## config.mk

```make
export PLATFORM = sky130hd
export DESIGN_NAME = opd_resolver
export DESIGN_NICKNAME = d
export VERILOG_FILES = /design/src/rtl/opd_pkg.sv /design/src/rtl/opd_field_eval.sv /design/src/rtl/opd_special_decode.sv /design/src/rtl/opd_resolver.sv
export SDC_FILE = /design/constraint.sdc
export NUM_CORES = 1
export LEC_CHECK = 0
export BUFFER_PORTS_ARGS = -buffer_cell sky130_fd_sc_hd__buf_4
export CAP_MARGIN = 20
export CORE_ASPECT_RATIO = 1.25
export CORE_MARGIN = 5
export CORE_UTILIZATION = 58
export DETAILED_ROUTE_END_ITERATION = 16
export MAX_ROUTING_LAYER = met4
export PLACE_DENSITY = 0.82
export SYNTH_ARGS = -nofsm -noshare
export SYNTH_HDL_FRONTEND = slang
export SYNTH_SLANG_ARGS = --single-unit
```

## constraint.sdc

```tcl
create_clock -name clk -period 5.14 [get_ports clk]
set_input_delay 1.028 -clock clk [delete_from_list [all_inputs] [get_ports clk]]
set_output_delay 1.028 -clock clk [all_outputs]
set_load 0.03 [all_outputs]
```

## src/rtl/opd_pkg.sv

```systemverilog
package opd_pkg;
    localparam int WORD_W  = 16;
    localparam int NREG    = 8;
    localparam int RIDX_W  = $clog2(NREG);
    localparam int OP_W    = 5;
    localparam int BCODE_W = 5;
    localparam int ACODE_W = 6;
    localparam int SEL_W   = 4;

    localparam logic [SEL_W-1:0] SEL_SP = 4'd8;
    localparam logic [SEL_W-1:0] SEL_PC = 4'd9;
    localparam logic [SEL_W-1:0] SEL_EX = 4'd10;

    typedef enum logic [1:0] {
        K_REG = 2'd0,
        K_MEM = 2'd1,
        K_IMM = 2'd2
    } opd_kind_e;

    typedef struct packed {
        opd_kind_e          kind;
        logic [SEL_W-1:0]   sel;
        logic [WORD_W-1:0]  addr;
        logic [WORD_W-1:0]  value;
        logic               wr;
    } opd_desc_t;

    typedef enum logic [1:0] {
        S_IDLE = 2'd0,
        S_OPA  = 2'd1,
        S_OPB  = 2'd2,
        S_DONE = 2'd3
    } opd_state_e;
endpackage

```

## src/rtl/opd_field_eval.sv

```systemverilog
module opd_field_eval
    import opd_pkg::*;
#(
    parameter int W  = WORD_W,
    parameter int NR = NREG
) (
    input  logic [ACODE_W-1:0] code,
    input  logic               dest_pos,
    input  logic [NR*W-1:0]    regs,
    input  logic [W-1:0]       sp,
    input  logic [W-1:0]       pc,
    input  logic [W-1:0]       ex,
    input  logic [W-1:0]       nw,
    output opd_desc_t          desc,
    output logic [W-1:0]       sp_next,
    output logic               need_nw
);
    localparam int IW = $clog2(NR);

    logic [IW-1:0] ridx;
    logic [W-1:0]  rval;

    assign ridx = code[IW-1:0];
    assign rval = regs[ridx*W +: W];

    always_comb begin
        desc    = '0;
        sp_next = sp;
        need_nw = 1'b0;
        if (code[5]) begin
            desc.kind  = K_IMM;
            desc.value = W'(code[4:0]) - W'(1);
            desc.wr    = 1'b0;
        end else begin
            desc.wr = 1'b1;
            unique case (code[4:3])
                2'd0: begin
                    desc.kind  = K_REG;
                    desc.sel   = SEL_W'(ridx);
                    desc.value = rval;
                end
                2'd1: begin
                    desc.kind = K_MEM;
                    desc.addr = rval;
                end
                2'd2: begin
                    desc.kind = K_MEM;
                    desc.addr = nw + rval;
                    need_nw   = 1'b1;
                end
                default: begin
                    unique case (code[2:0])
                        3'd0: begin
                            desc.kind = K_MEM;
                            if (dest_pos) begin
                                sp_next   = sp - W'(1);
                                desc.addr = sp - W'(1);
                            end else begin
                                desc.addr = sp;
                                sp_next   = sp + W'(1);
                            end
                        end
                        3'd1: begin
                            desc.kind = K_MEM;
                            desc.addr = sp;
                        end
                        3'd2: begin
                            desc.kind = K_MEM;
                            desc.addr = sp + nw;
                            need_nw   = 1'b1;
                        end
                        3'd3: begin
                            desc.kind  = K_REG;
                            desc.sel   = SEL_SP;
                            desc.value = sp;
                        end
                        3'd4: begin
                            desc.kind  = K_REG;
                            desc.sel   = SEL_PC;
                            desc.value = pc;
                        end
                        3'd5: begin
                            desc.kind  = K_REG;
                            desc.sel   = SEL_EX;
                            desc.value = ex;
                        end
                        3'd6: begin
                            desc.kind = K_MEM;
                            desc.addr = nw;
                            need_nw   = 1'b1;
                        end
                        default: begin
                            desc.kind  = K_IMM;
                            desc.value = nw;
                            desc.wr    = 1'b0;
                            need_nw    = 1'b1;
                        end
                    endcase
                end
            endcase
        end
    end
endmodule

```

## src/rtl/opd_special_decode.sv

```systemverilog
module opd_special_decode
    import opd_pkg::*;
(
    input  logic [OP_W-1:0]    op,
    input  logic [BCODE_W-1:0] bcode,
    output logic               special,
    output logic               known
);
    always_comb begin
        special = (op == '0);
        known   = 1'b0;
        if (special) begin
            unique case (bcode)
                5'h01, 5'h08, 5'h09, 5'h0A, 5'h0B, 5'h0C,
                5'h10, 5'h11, 5'h12: known = 1'b1;
                default:             known = 1'b0;
            endcase
        end
    end
endmodule

```

## src/rtl/opd_resolver.sv

```systemverilog
module opd_resolver
    import opd_pkg::*;
(
    input  logic                   clk,
    input  logic                   rst_n,
    input  logic                   start,
    input  logic [WORD_W-1:0]      instr,
    input  logic [NREG*WORD_W-1:0] regs_flat,
    input  logic [WORD_W-1:0]      sp_in,
    input  logic [WORD_W-1:0]      pc_in,
    input  logic [WORD_W-1:0]      ex_in,
    input  logic [WORD_W-1:0]      nw_data,
    input  logic                   nw_valid,
    output logic                   nw_req,
    output logic [WORD_W-1:0]      nw_addr,
    output logic                   done,
    output logic [OP_W-1:0]        opcode,
    output logic                   is_special,
    output logic [BCODE_W-1:0]     spec_op,
    output logic                   spec_known,
    output logic [1:0]             a_kind,
    output logic [SEL_W-1:0]       a_sel,
    output logic [WORD_W-1:0]      a_addr,
    output logic [WORD_W-1:0]      a_value,
    output logic                   a_wr,
    output logic                   b_used,
    output logic [1:0]             b_kind,
    output logic [SEL_W-1:0]       b_sel,
    output logic [WORD_W-1:0]      b_addr,
    output logic [WORD_W-1:0]      b_value,
    output logic                   b_wr,
    output logic [WORD_W-1:0]      sp_out,
    output logic [WORD_W-1:0]      pc_out
);
    localparam int NSLOT = 2;   // slot 0: a (source), slot 1: b (destination)

    typedef struct packed {
        opd_state_e                 state;
        logic [WORD_W-1:0]          word;
        logic [NREG*WORD_W-1:0]     regs;
        logic [WORD_W-1:0]          sp;
        logic [WORD_W-1:0]          pc;
        logic [WORD_W-1:0]          ex;
        opd_desc_t                  a;
        opd_desc_t                  b;
    } ctx_t;

    ctx_t ctx_q, ctx_d;

    logic [ACODE_W-1:0] slot_code [NSLOT];
    opd_desc_t          slot_desc [NSLOT];
    logic [WORD_W-1:0]  slot_sp   [NSLOT];
    logic               slot_need [NSLOT];
    logic               special_w;
    logic               known_w;

    assign slot_code[0] = ctx_q.word[15:10];
    assign slot_code[1] = {1'b0, ctx_q.word[9:5]};

    for (genvar g = 0; g < NSLOT; g++) begin : g_slot
        opd_field_eval #(.W(WORD_W), .NR(NREG)) u_eval (
            .code     (slot_code[g]),
            .dest_pos (g == 1),
            .regs     (ctx_q.regs),
            .sp       (ctx_q.sp),
            .pc       (ctx_q.pc),
            .ex       (ctx_q.ex),
            .nw       (nw_data),
            .desc     (slot_desc[g]),
            .sp_next  (slot_sp[g]),
            .need_nw  (slot_need[g])
        );
    end

    opd_special_decode u_spec (
        .op      (ctx_q.word[4:0]),
        .bcode   (ctx_q.word[9:5]),
        .special (special_w),
        .known   (known_w)
    );

    always_comb begin
        ctx_d = ctx_q;
        unique case (ctx_q.state)
            S_IDLE: begin
                if (start) begin
                    ctx_d.state = S_OPA;
                    ctx_d.word  = instr;
                    ctx_d.regs  = regs_flat;
                    ctx_d.sp    = sp_in;
                    ctx_d.pc    = pc_in;
                    ctx_d.ex    = ex_in;
                    ctx_d.a     = '0;
                    ctx_d.b     = '0;
                end
            end
            S_OPA: begin
                if (!slot_need[0] || nw_valid) begin
                    ctx_d.a  = slot_desc[0];
                    ctx_d.sp = slot_sp[0];
                    if (slot_need[0]) ctx_d.pc = ctx_q.pc + WORD_W'(1);
                    ctx_d.state = special_w ? S_DONE : S_OPB;
                end
            end
            S_OPB: begin
                if (!slot_need[1] || nw_valid) begin
                    ctx_d.b  = slot_desc[1];
                    ctx_d.sp = slot_sp[1];
                    if (slot_need[1]) ctx_d.pc = ctx_q.pc + WORD_W'(1);
                    ctx_d.state = S_DONE;
                end
            end
            default: ctx_d.state = S_IDLE;
        endcase
    end

    always_ff @(posedge clk or negedge rst_n) begin
        if (!rst_n) ctx_q <= '0;
        else        ctx_q <= ctx_d;
    end

    assign nw_req     = ((ctx_q.state == S_OPA) && slot_need[0]) ||
                        ((ctx_q.state == S_OPB) && slot_need[1]);
    assign nw_addr    = ctx_q.pc;
    assign done       = (ctx_q.state == S_DONE);
    assign opcode     = ctx_q.word[4:0];
    assign is_special = special_w;
    assign spec_op    = ctx_q.word[9:5];
    assign spec_known = known_w;
    assign a_kind     = ctx_q.a.kind;
    assign a_sel      = ctx_q.a.sel;
    assign a_addr     = ctx_q.a.addr;
    assign a_value    = ctx_q.a.value;
    assign a_wr       = ctx_q.a.wr;
    assign b_used     = !special_w;
    assign b_kind     = ctx_q.b.kind;
    assign b_sel      = ctx_q.b.sel;
    assign b_addr     = ctx_q.b.addr;
    assign b_value    = ctx_q.b.value;
    assign b_wr       = ctx_q.b.wr;
    assign sp_out     = ctx_q.sp;
    assign pc_out     = ctx_q.pc;
endmodule

```

## Word-level counts from Yosys, hierarchy flattened

Memory sizes are Yosys's and may differ from the RTL's.
Index checks and enable logic that the tools add are counted.

- Logic and storage cells: 141
- Register bits after elaboration: 272
- Bits in read-only memories: 32
- Output and inout port bits: 141
- Memories kept: 1
- Input port bits: 212

- Equal/unequal tests: 29
- Add/sub/neg operators: 7
- Reductions and logical operators: 38
- Mux-type cells: 48
- Shift-type cells: 2

Memories:

| name | words | bits a word | rd ports | clocked after memory_dff | wr ports | RTL line | RTL |
|---|---|---|---|---|---|---|---|
| (no name shown) | 32 | 1 | 1 | 0 | 0 | opd_special_decode.sv:13 | `unique case (bcode)` |

Operator list:

| operator | number |
|---|---|
| two-way mux 272 bit | 1 |
| variable part select 128 x 8 -> 16 bit | 2 |
| case mux 16 bit (4 select lines) | 3 |
| case mux 39 bit (2 select lines) | 2 |
| case mux 16 bit (3 select lines) | 3 |
| two-way mux 16 bit | 7 |
| case mux 32 bit (3 select lines) | 1 |
| two-way mux 39 bit | 2 |
| two-way mux 32 bit | 2 |
| case mux 16 bit (2 select lines) | 2 |
| adder 16 bit | 3 |
| adder 16 x 1 -> 16 bit (second input constant) | 2 |
| case mux 4 bit (3 select lines) | 2 |
| two-way mux 20 bit | 1 |
| equality test 3 bit (second input constant) | 6 |
| two-way mux 17 bit | 1 |
| case mux 2 bit (2 select lines) | 4 |
| case mux 4 bit (2 select lines) | 2 |
| subtractor 16 x 1 -> 16 bit (second input constant) | 1 |
| OR reduction 7 bit | 2 |
| equality test 3 x 2 -> 1 bit (second input constant) | 4 |
| inequality test 2 bit (second input constant) | 6 |
| OR reduction 3 bit | 4 |
| OR reduction 2 bit | 5 |
| other kinds (23) | 56 |

## Depth between registers and ports, before layout

Gate-level depths: netlist of run 1.

- Word-level depth: 9
- Mapped depth: 14
- Depth with buffers taken out: 11

## By module

Synthesis of run 1 repeated with hierarchy kept, for this count alone.

- Cells, all modules: 2278
- Area total of the unflattened synthesis: 21624.5 µm²

Modules (own cells, without submodules):

| module | cells an instance | area each (µm²) | times used | sequential area each (µm²) |
|---|---|---|---|---|
| opd_resolver | 975 | 11857.6 | 1 | 6806.5 |
| opd_field_eval (g_slot[0].u_eval) | 658 | 4921.0 | 1 | 0.0 |
| opd_field_eval (g_slot[1].u_eval) | 637 | 4780.8 | 1 | 0.0 |
| opd_special_decode | 8 | 65.1 | 1 | 0.0 |

## Worst setup path before layout of run 1

Ideal clock, no wire load.

- Path kind: register to register
- From: register ctx_q[264] (netlist bit)
- To: register ctx_q (netlist bit a_addr[12])
- Required time: 5.018 ns
- Path slack: 1.110 ns
- Library setup time: 0.122 ns
- Arrival: 3.908 ns
- Cell stages (with the launch flop): 14
- Path buffers: 2
- Clock period less this slack: 4.030 ns
- Cells stage by stage: dfrtp_1 -> buf_4 -> buf_2 -> mux4_2 -> mux2_2 -> ha_1 -> fa_1 -> a21oi_1 -> o221ai_1 -> a221oi_1 -> o21bai_1 -> xor2_1 -> a221o_1 -> a32o_1

- Word-level cells in the longest chain between the ends: 9
- Elaborated cells on any way between the ends: 23
- Those cells by class: 1 x add/sub; 7 x eq/ne; 1 x shift; 8 x mux; 6 x reduce/logical

Ends and longest elaborated chain:

| item | RTL line | RTL |
|---|---|---|
| start: declaration | opd_resolver.sv:48 | `ctx_t ctx_q, ctx_d;` |
| start signal: assignment | opd_resolver.sv:119 | `else ctx_q <= ctx_d;` |
| branches (longest 9 deep; another with adder 16 bit) | n/a |  |

Several ways; the timed one is not identified. The select of a mux whose other input is x is not followed.
A chain may end at the register's enable or synchronous reset.

## Final worst setup path of run 1

- From: register ctx_q[265] (netlist bit)
- To: output nw_req

- Word-level cells in the longest chain between the ends: 7
- Elaborated cells on any way between the ends: 11
- Those cells by class: 4 x eq/ne; 3 x mux; 4 x reduce/logical

Ends and longest elaborated chain:

| item | RTL line | RTL |
|---|---|---|
| equality test 3 x 1 -> 1 bit, or another cell as far along | opd_field_eval.sv:52 | `unique case (code[2:0])` |
| OR reduction 5 bit (no line) * | n/a |  |
| two-way mux 1 bit * | opd_field_eval.sv:52 |  |
| case mux 1 bit (2 select lines) * | opd_field_eval.sv:36 | `unique case (code[4:3])` |
| two-way mux 1 bit * | opd_field_eval.sv:30 | `if (code[5]) begin` |
| logical AND 1 bit * | opd_resolver.sv:122 | `assign nw_req = ((ctx_q.state == S_OPA) && slot_need[0]) \|\|` |
| logical OR 1 bit * | opd_resolver.sv:122 |  |
| end: declaration | opd_resolver.sv:14 | `output logic nw_req,` |

Mark *: on every way between the ends. The rest lies on a longest branch, timed or not.

==> results of run 1 <==
[metrics by stage]
stage | setup WS [ps] | area [um^2]
after floorplan | 1110 | 19560
after global placement | 1039 | 21460
after detailed placement | 921.0 | 21460
after CTS | 723.4 | 22380
after global routing | 538.6 | 22390
final | 629.6 | 22390
[worst max-delay path: stages (launching register included)]
cell       delay (ps)
dfrtp_1           670
buf_4             420
inv_1             300
ha_1              390
and2_1            210
o31a_1            400
a2bb2oi_1         200
inv_1             120
buf_4             160
[cells in the mapped netlist, drive strengths merged (14+ instances only)]
| cell type | n | area, um^2 |
|---|---|---|
| dfrtp | 272 | 6807 |
| mux2 | 207 | 2331 |
| nand2 | 187 | 701.9 |
| buf | 177 | 1199 |
| o21ai | 125 | 625.6 |
| clkbuf | 112 | 421.7 |
| a21oi | 109 | 545.5 |
| nor2 | 103 | 386.6 |
| ha | 66 | 825.8 |
| mux4 | 62 | 1396 |
| a221oi | 51 | 452.9 |
| a22oi | 44 | 330.3 |
| inv | 33 | 123.9 |
| xnor2 | 30 | 262.8 |
| nor3 | 27 | 135.1 |
| o31ai | 27 | 202.7 |
| xor2 | 27 | 236.5 |
| nand3 | 26 | 130.1 |
| a21o | 19 | 142.6 |
| a22o | 19 | 166.4 |
| a31oi | 19 | 118.9 |
| o41ai | 18 | 157.7 |
| nand2b | 17 | 106.4 |
| nor2b | 17 | 106.4 |
| a211oi | 14 | 105.1 |
| and3 | 14 | 87.58 |
| o211ai | 14 | 105.1 |
[worst max-delay path by stage]
stage	end	slack [ps]	cells past startpoint
floorplan	a_addr[12]$_DFFE_PN0P_	1110	13
detailed placement	a_addr[12]$_DFFE_PN0P_	920	11
CTS	nw_req	720	8
global route	a_addr[13]$_DFFE_PN0P_	540	11
global placement	a_addr[12]$_DFFE_PN0P_	1040	11
finish	nw_req	630	8
[registers in the layout (all words and copies together), names as in the netlist, 16 cells and up]
name and flops:
a_value 16, a_addr 16, b_value 16, sp_out 16, b_addr 16, nw_addr 16
ctx_q 152
[area by class of cell]
type / instances / area share
Tap cell: 423 / 0.02364
Clock inverter: 9 / 0.005924
Multi-Input combinational cell: 1399 / 0.4938
Sequential cell: 272 / 0.3044
Inverter: 33 / 0.005533
Clock buffer: 41 / 0.03527
Timing Repair Buffer: 388 / 0.1314
[layer usage]
metal / vias to the layer above / global-route usage / wire, um
met2: 1210 / 0.6204 / 34490
li1: 7581 / - / -
met5: - / - / 0
met4: 0 / 0.2189 / 5272
met1: 8752 / 0.4693 / 26520
met3: 287 / 0.07575 / 7200
[report_power, final]
group | total, mW | leakage [nW] | internal (mW) | switching, mW
logic | 11.9 | 5.91 | 4.89 | 7.00
clock network | 2.09 | 0.446 | 1.17 | 0.915
registers | 4.49 | 3.38 | 3.09 | 1.40
[logic make-up after synthesis]
group           count (synthesis)
xor+xnor                       58
simple gates                  450
fa+ha+maj                      69
compound gates                549
buf+inv                       322
mux                           273
flops                         272
==> flow_metrics.env, run 1 <==
export IMPL_synthCells=1993
export IMPL_startpoint_type="flop"
export IMPL_fillCellCount=2601
export IMPL_setup_tns_ps=0
export IMPL_layout_common_cells="buf_4 (384), dfrtp_1 (268), mux2_2 (207), nand2_1 (186), o21ai_0 (122)"
export IMPL_avgSynthCellArea_um2=9.816
export IMPL_end_kind="output port"
export IMPL_reg2reg_from="ctx_q[264]$_DFFE_PN0P_"
export IMPL_grt_max_degree=119
export IMPL_async_reset_ff_frac=1.000
export IMPL_ys_seq_area_frac=0.3479
export IMPL_min_path_cells=2
export IMPL_path_max_fanout=21
export IMPL_drt_iter0_drc=1804
export IMPL_power_density_nw_per_um2=825.1
export IMPL_synth_compound_area_frac=0.1914
export IMPL_synth_edf_count=0
export IMPL_synth_xor_area_frac=0.02667
export IMPL_tightest_slew_ps=1092
export IMPL_vias=17830
export IMPL_drv_cap=0
export IMPL_post_cts_setup_buffer_count=0
export IMPL_yosys_area_share_simple=0.1069
export IMPL_ant_nets=0
export IMPL_avgViaCountPerCell=6.951
export IMPL_r2r_end="a_addr[12]$_DFFE_PN0P_"
export IMPL_timing_hold_ws_ps=489.9
export IMPL_criticalPathCategory="flop to output port"
export IMPL_io_pins=353
export IMPL_finalWirelength_um=73480
export IMPL_cts_tree="built"
export IMPL_drc=0
export IMPL_path_clk_slew_ps=70
export IMPL_peakVddDrop_v=0.0005239
export IMPL_hp_class="flop to flop"
export IMPL_dieArea_um2=37520
export IMPL_drive_above_1_share=0.3361
export IMPL_holdPathEnd="a_value[8]$_DFFE_PN0P_"
export IMPL_min_period_ps=4510
export IMPL_grt_usage=0.3909
export IMPL_fin_skew_ps=29.28
export IMPL_yosysUniqueCellTypes=74
export IMPL_fmax_mhz=221.7
export IMPL_critPathArrivalTime_ps=3480
export IMPL_seqCellArea_um2=6814
export IMPL_place_inst=2514
export IMPL_drtPass1Iterations=6
export IMPL_multi_input_area_um2=11060
export IMPL_status="finished clean"
export IMPL_antenna_found_initial=0
export IMPL_crit_start="ctx_q[265]$_DFFE_PN0P_"
export IMPL_hold_violations=0
export IMPL_syn_nets=2274
export IMPL_synth_seq_cells=272
export IMPL_fin_crit_sh=0.8775
export IMPL_final_common_cell="buf_4"
export IMPL_insertion_delay_ps=600
export IMPL_setup_viol=0
export IMPL_overflow=0
export IMPL_synth_area_mux_share=0.1926
export IMPL_fin_util=0.6702
export IMPL_die_height_um=215.3
export IMPL_final_instance_count_excl_fill=2565
export IMPL_gp_congestion=1.039
export IMPL_grt_pass1_wl_um=110700
export IMPL_dp_hpwl_um=54610
export IMPL_numCtsBuffers=28
export IMPL_area_growth_pct=14.44
export IMPL_start_util=0.5856
export IMPL_synth_area_um2=19560
export IMPL_hp_start="a_value[8]$_DFFE_PN0P_"
export IMPL_cts_sinks=272
export IMPL_worstPathRequired_ps=4110
export IMPL_cts_root_buf="clkbuf_16"
export IMPL_port_buffers=352
export IMPL_r2r_setup_slack_ps=740
export IMPL_cts_resized=0
export IMPL_yosys_warnings=0
export IMPL_die_w_um=174.3
export IMPL_power_mw=18.47
export IMPL_coreArea_um2=33410
export IMPL_htree_num_levels=1
export IMPL_diodes=0
export IMPL_grt_pass1_vias=17880
export IMPL_final_nets=2403
export IMPL_holdBufCountCts=0
export IMPL_slew_violations=0
export IMPL_wl_per_cell_um=28.65
export IMPL_synth_adder_area_share=0.04528
export IMPL_leakagePower_nw=9.738
export IMPL_fp_row_count=75
export IMPL_synth_ff_type="dfrtp_1"
export IMPL_worstRegToRegCells=11
export IMPL_rsz0062_at_grt="false"
export IMPL_clk_path_buf_depth=3
export IMPL_synth_top_family_by_area="multiplexers"
export IMPL_maxSlewHeadroom=0.2700
No activity file was read; power rests on OpenSTA's default activity.
==> run 2, diff against run 1 <==
==> constraint.sdc (replaced) <==
create_clock -name clk -period 5.14 [get_ports clk]
set_input_delay 1.028 -clock clk [delete_from_list [all_inputs] [get_ports clk]]
set_output_delay 1.028 -clock clk [all_outputs]
set_load 0.1 [all_outputs]
==> run 2 against run 1 <==
  * Hold slack worse by 6.9 ps
  * Clock skew is 2.4 ps higher
  * Flip-flop and latch count stayed put
  * Final cell count is 0.19% higher
  * Count of clock-buffer cells in the layout is 3 lower
  * Via count is 1.1% lower
  * Critical path type unchanged
  * Critical endpoint unchanged
  * Largest cell class unchanged
  * Highest routed layer unchanged
==> flow_metrics.env, run 2 (same netlist as run 1, synthesis figures left out) <==
export IMPL_status="finished clean"
export IMPL_min_period_ps=4530
export IMPL_cts_root_buf="clkbuf_16"
export IMPL_rsz0062_at_grt="false"
export IMPL_fillCellCount=2576
export IMPL_multi_input_area_um2=11060
export IMPL_reg2reg_from="spec_op[1]$_DFFE_PN0P_"
export IMPL_cts_sinks=272
export IMPL_min_path_cells=2
export IMPL_fmax_mhz=220.8
export IMPL_largest_register_ffs=152
export IMPL_die_w_um=174.3
export IMPL_coreArea_um2=33410
export IMPL_insertion_delay_ps=590
export IMPL_fin_crit_sh=0.8813
export IMPL_overflow=0
export IMPL_critPathArrivalTime_ps=3500
export IMPL_drc=0
export IMPL_final_nets=2403
export IMPL_seqCellArea_um2=6814
export IMPL_dpl_worst_slack_ps=1024
export IMPL_path_max_fanout=13
export IMPL_vias=17630
export IMPL_criticalPathCategory="flop to output port"
export IMPL_setup_viol=0
export IMPL_grt_pass1_vias=17750
export IMPL_holdPathEnd="b_value[11]$_DFFE_PN0P_"
export IMPL_htree_num_levels=1
export IMPL_dp_hpwl_um=54280
export IMPL_worstPathRequired_ps=4110
export IMPL_gp_congestion=1.035
export IMPL_startpoint_type="flop"
export IMPL_ant_nets=0
export IMPL_clk_path_buf_depth=3
export IMPL_hold_violations=0
export IMPL_cts_resized=0
export IMPL_fin_skew_ps=31.71
export IMPL_drt_iter0_drc=2047
export IMPL_holdBufCountCts=0
export IMPL_antenna_found_initial=2
export IMPL_grt_pass1_wl_um=110100
export IMPL_layout_common_cells="buf_4 (381), dfrtp_1 (268), mux2_2 (207), nand2_1 (186), o21ai_0 (122)"
export IMPL_layout_setup_ws_ps=610.3
export IMPL_r2r_setup_slack_ps=930
export IMPL_io_pins=353
export IMPL_grt_usage=0.3888
export IMPL_final_common_cell="buf_4"
export IMPL_post_cts_setup_buffer_count=0
export IMPL_wl_per_cell_um=28.43
export IMPL_hp_class="flop to flop"
export IMPL_start_util=0.5856
export IMPL_hp_start="b_value[11]$_DFFE_PN0P_"
export IMPL_grt_max_degree=119
export IMPL_path_clk_slew_ps=60
export IMPL_maxSlewHeadroom=0.2938
export IMPL_numCtsBuffers=29
export IMPL_r2r_end="b_addr[13]$_DFFE_PN0P_"
export IMPL_regMostFlops="ctx_q"
export IMPL_die_height_um=215.3
export IMPL_cts_tree="built"
export IMPL_worstRegToRegCells=10
export IMPL_dieArea_um2=37520
export IMPL_port_buffers=352
export IMPL_drv_cap=0
export IMPL_fp_row_count=75
export IMPL_drtPass1Iterations=6
export IMPL_finalWirelength_um=73070
export IMPL_end_kind="output port"
export IMPL_avgViaCountPerCell=6.859
export IMPL_area_growth_pct=14.97
export IMPL_tightest_slew_ps=1059
export IMPL_slew_violations=0
export IMPL_setup_tns_ps=0
export IMPL_drive_above_1_share=0.3394
==> run 2: cell types whose count changed in the layout (fill, tap and decap cells not counted), sizes merged <==
cell	change
buf	-1
diode	+2
inv	+3
clkinv	+1
clkbuf	-3
bufinv	+3
==> run 2: stage by stage <==
step           hold slack, ps  instances  utilization  instance area, um^2
2_1_floorplan           444.5       1993            -                19570
3_3_place_gp            467.4       2511       0.6419                21440
3_5_place_dp            468.2       2513       0.6424                21460
4_1_cts                 487.8       2567       0.6728                22480
5_1_grt                 502.6       2570       0.6733                22490
6_report                483.0       2570       0.6733                22490
==> run 2: area by class of cell <==
class | count | area share
Antenna cell | 2 | 0.0002225
Clock buffer | 38 | 0.03510
Clock inverter | 16 | 0.01007
Inverter | 33 | 0.005507
Multi-Input combinational cell | 1399 | 0.4918
Sequential cell | 272 | 0.3030
Tap cell | 423 | 0.02353
Timing Repair Buffer | 387 | 0.1308
==> run 2: how the worst max path moves through the flow <==
stage	startpoint	end	depth (start not counted)
floorplan	opcode[0]$_DFFE_PN0P_	spec_known	4
global placement	spec_op[0]$_DFFE_PN0P_	b_addr[14]$_DFFE_PN0P_	10
detailed placement	spec_op[0]$_DFFE_PN0P_	b_addr[14]$_DFFE_PN0P_	10
CTS	ctx_q[265]$_DFFE_PN0P_	nw_req	8
global route	ctx_q[265]$_DFFE_PN0P_	nw_req	8
finish	ctx_q[265]$_DFFE_PN0P_	nw_req	8
==> run 2: critical path: stages, from the launching register on <==
cell       delay (ps)
dfrtp_1           430
buf_4             210
inv_1             330
ha_1              430
and2_1            520
o31a_1            400
a2bb2oi_1         280
inv_1              80
buf_4             240
==> run 2: per-layer routing <==
layer  up-vias  track usage  wire length (um)
met5         -            -                 0
met4         0       0.1970              4621
met3       240      0.07030              6564
met2      1074       0.6348             35440
met1      8741       0.4632             26450
li1       7573            -                 -
Power of run 2 is left out: the tool's default activity adds up to more than one toggle a clock period on the data nets, which glitch-free logic cannot reach.
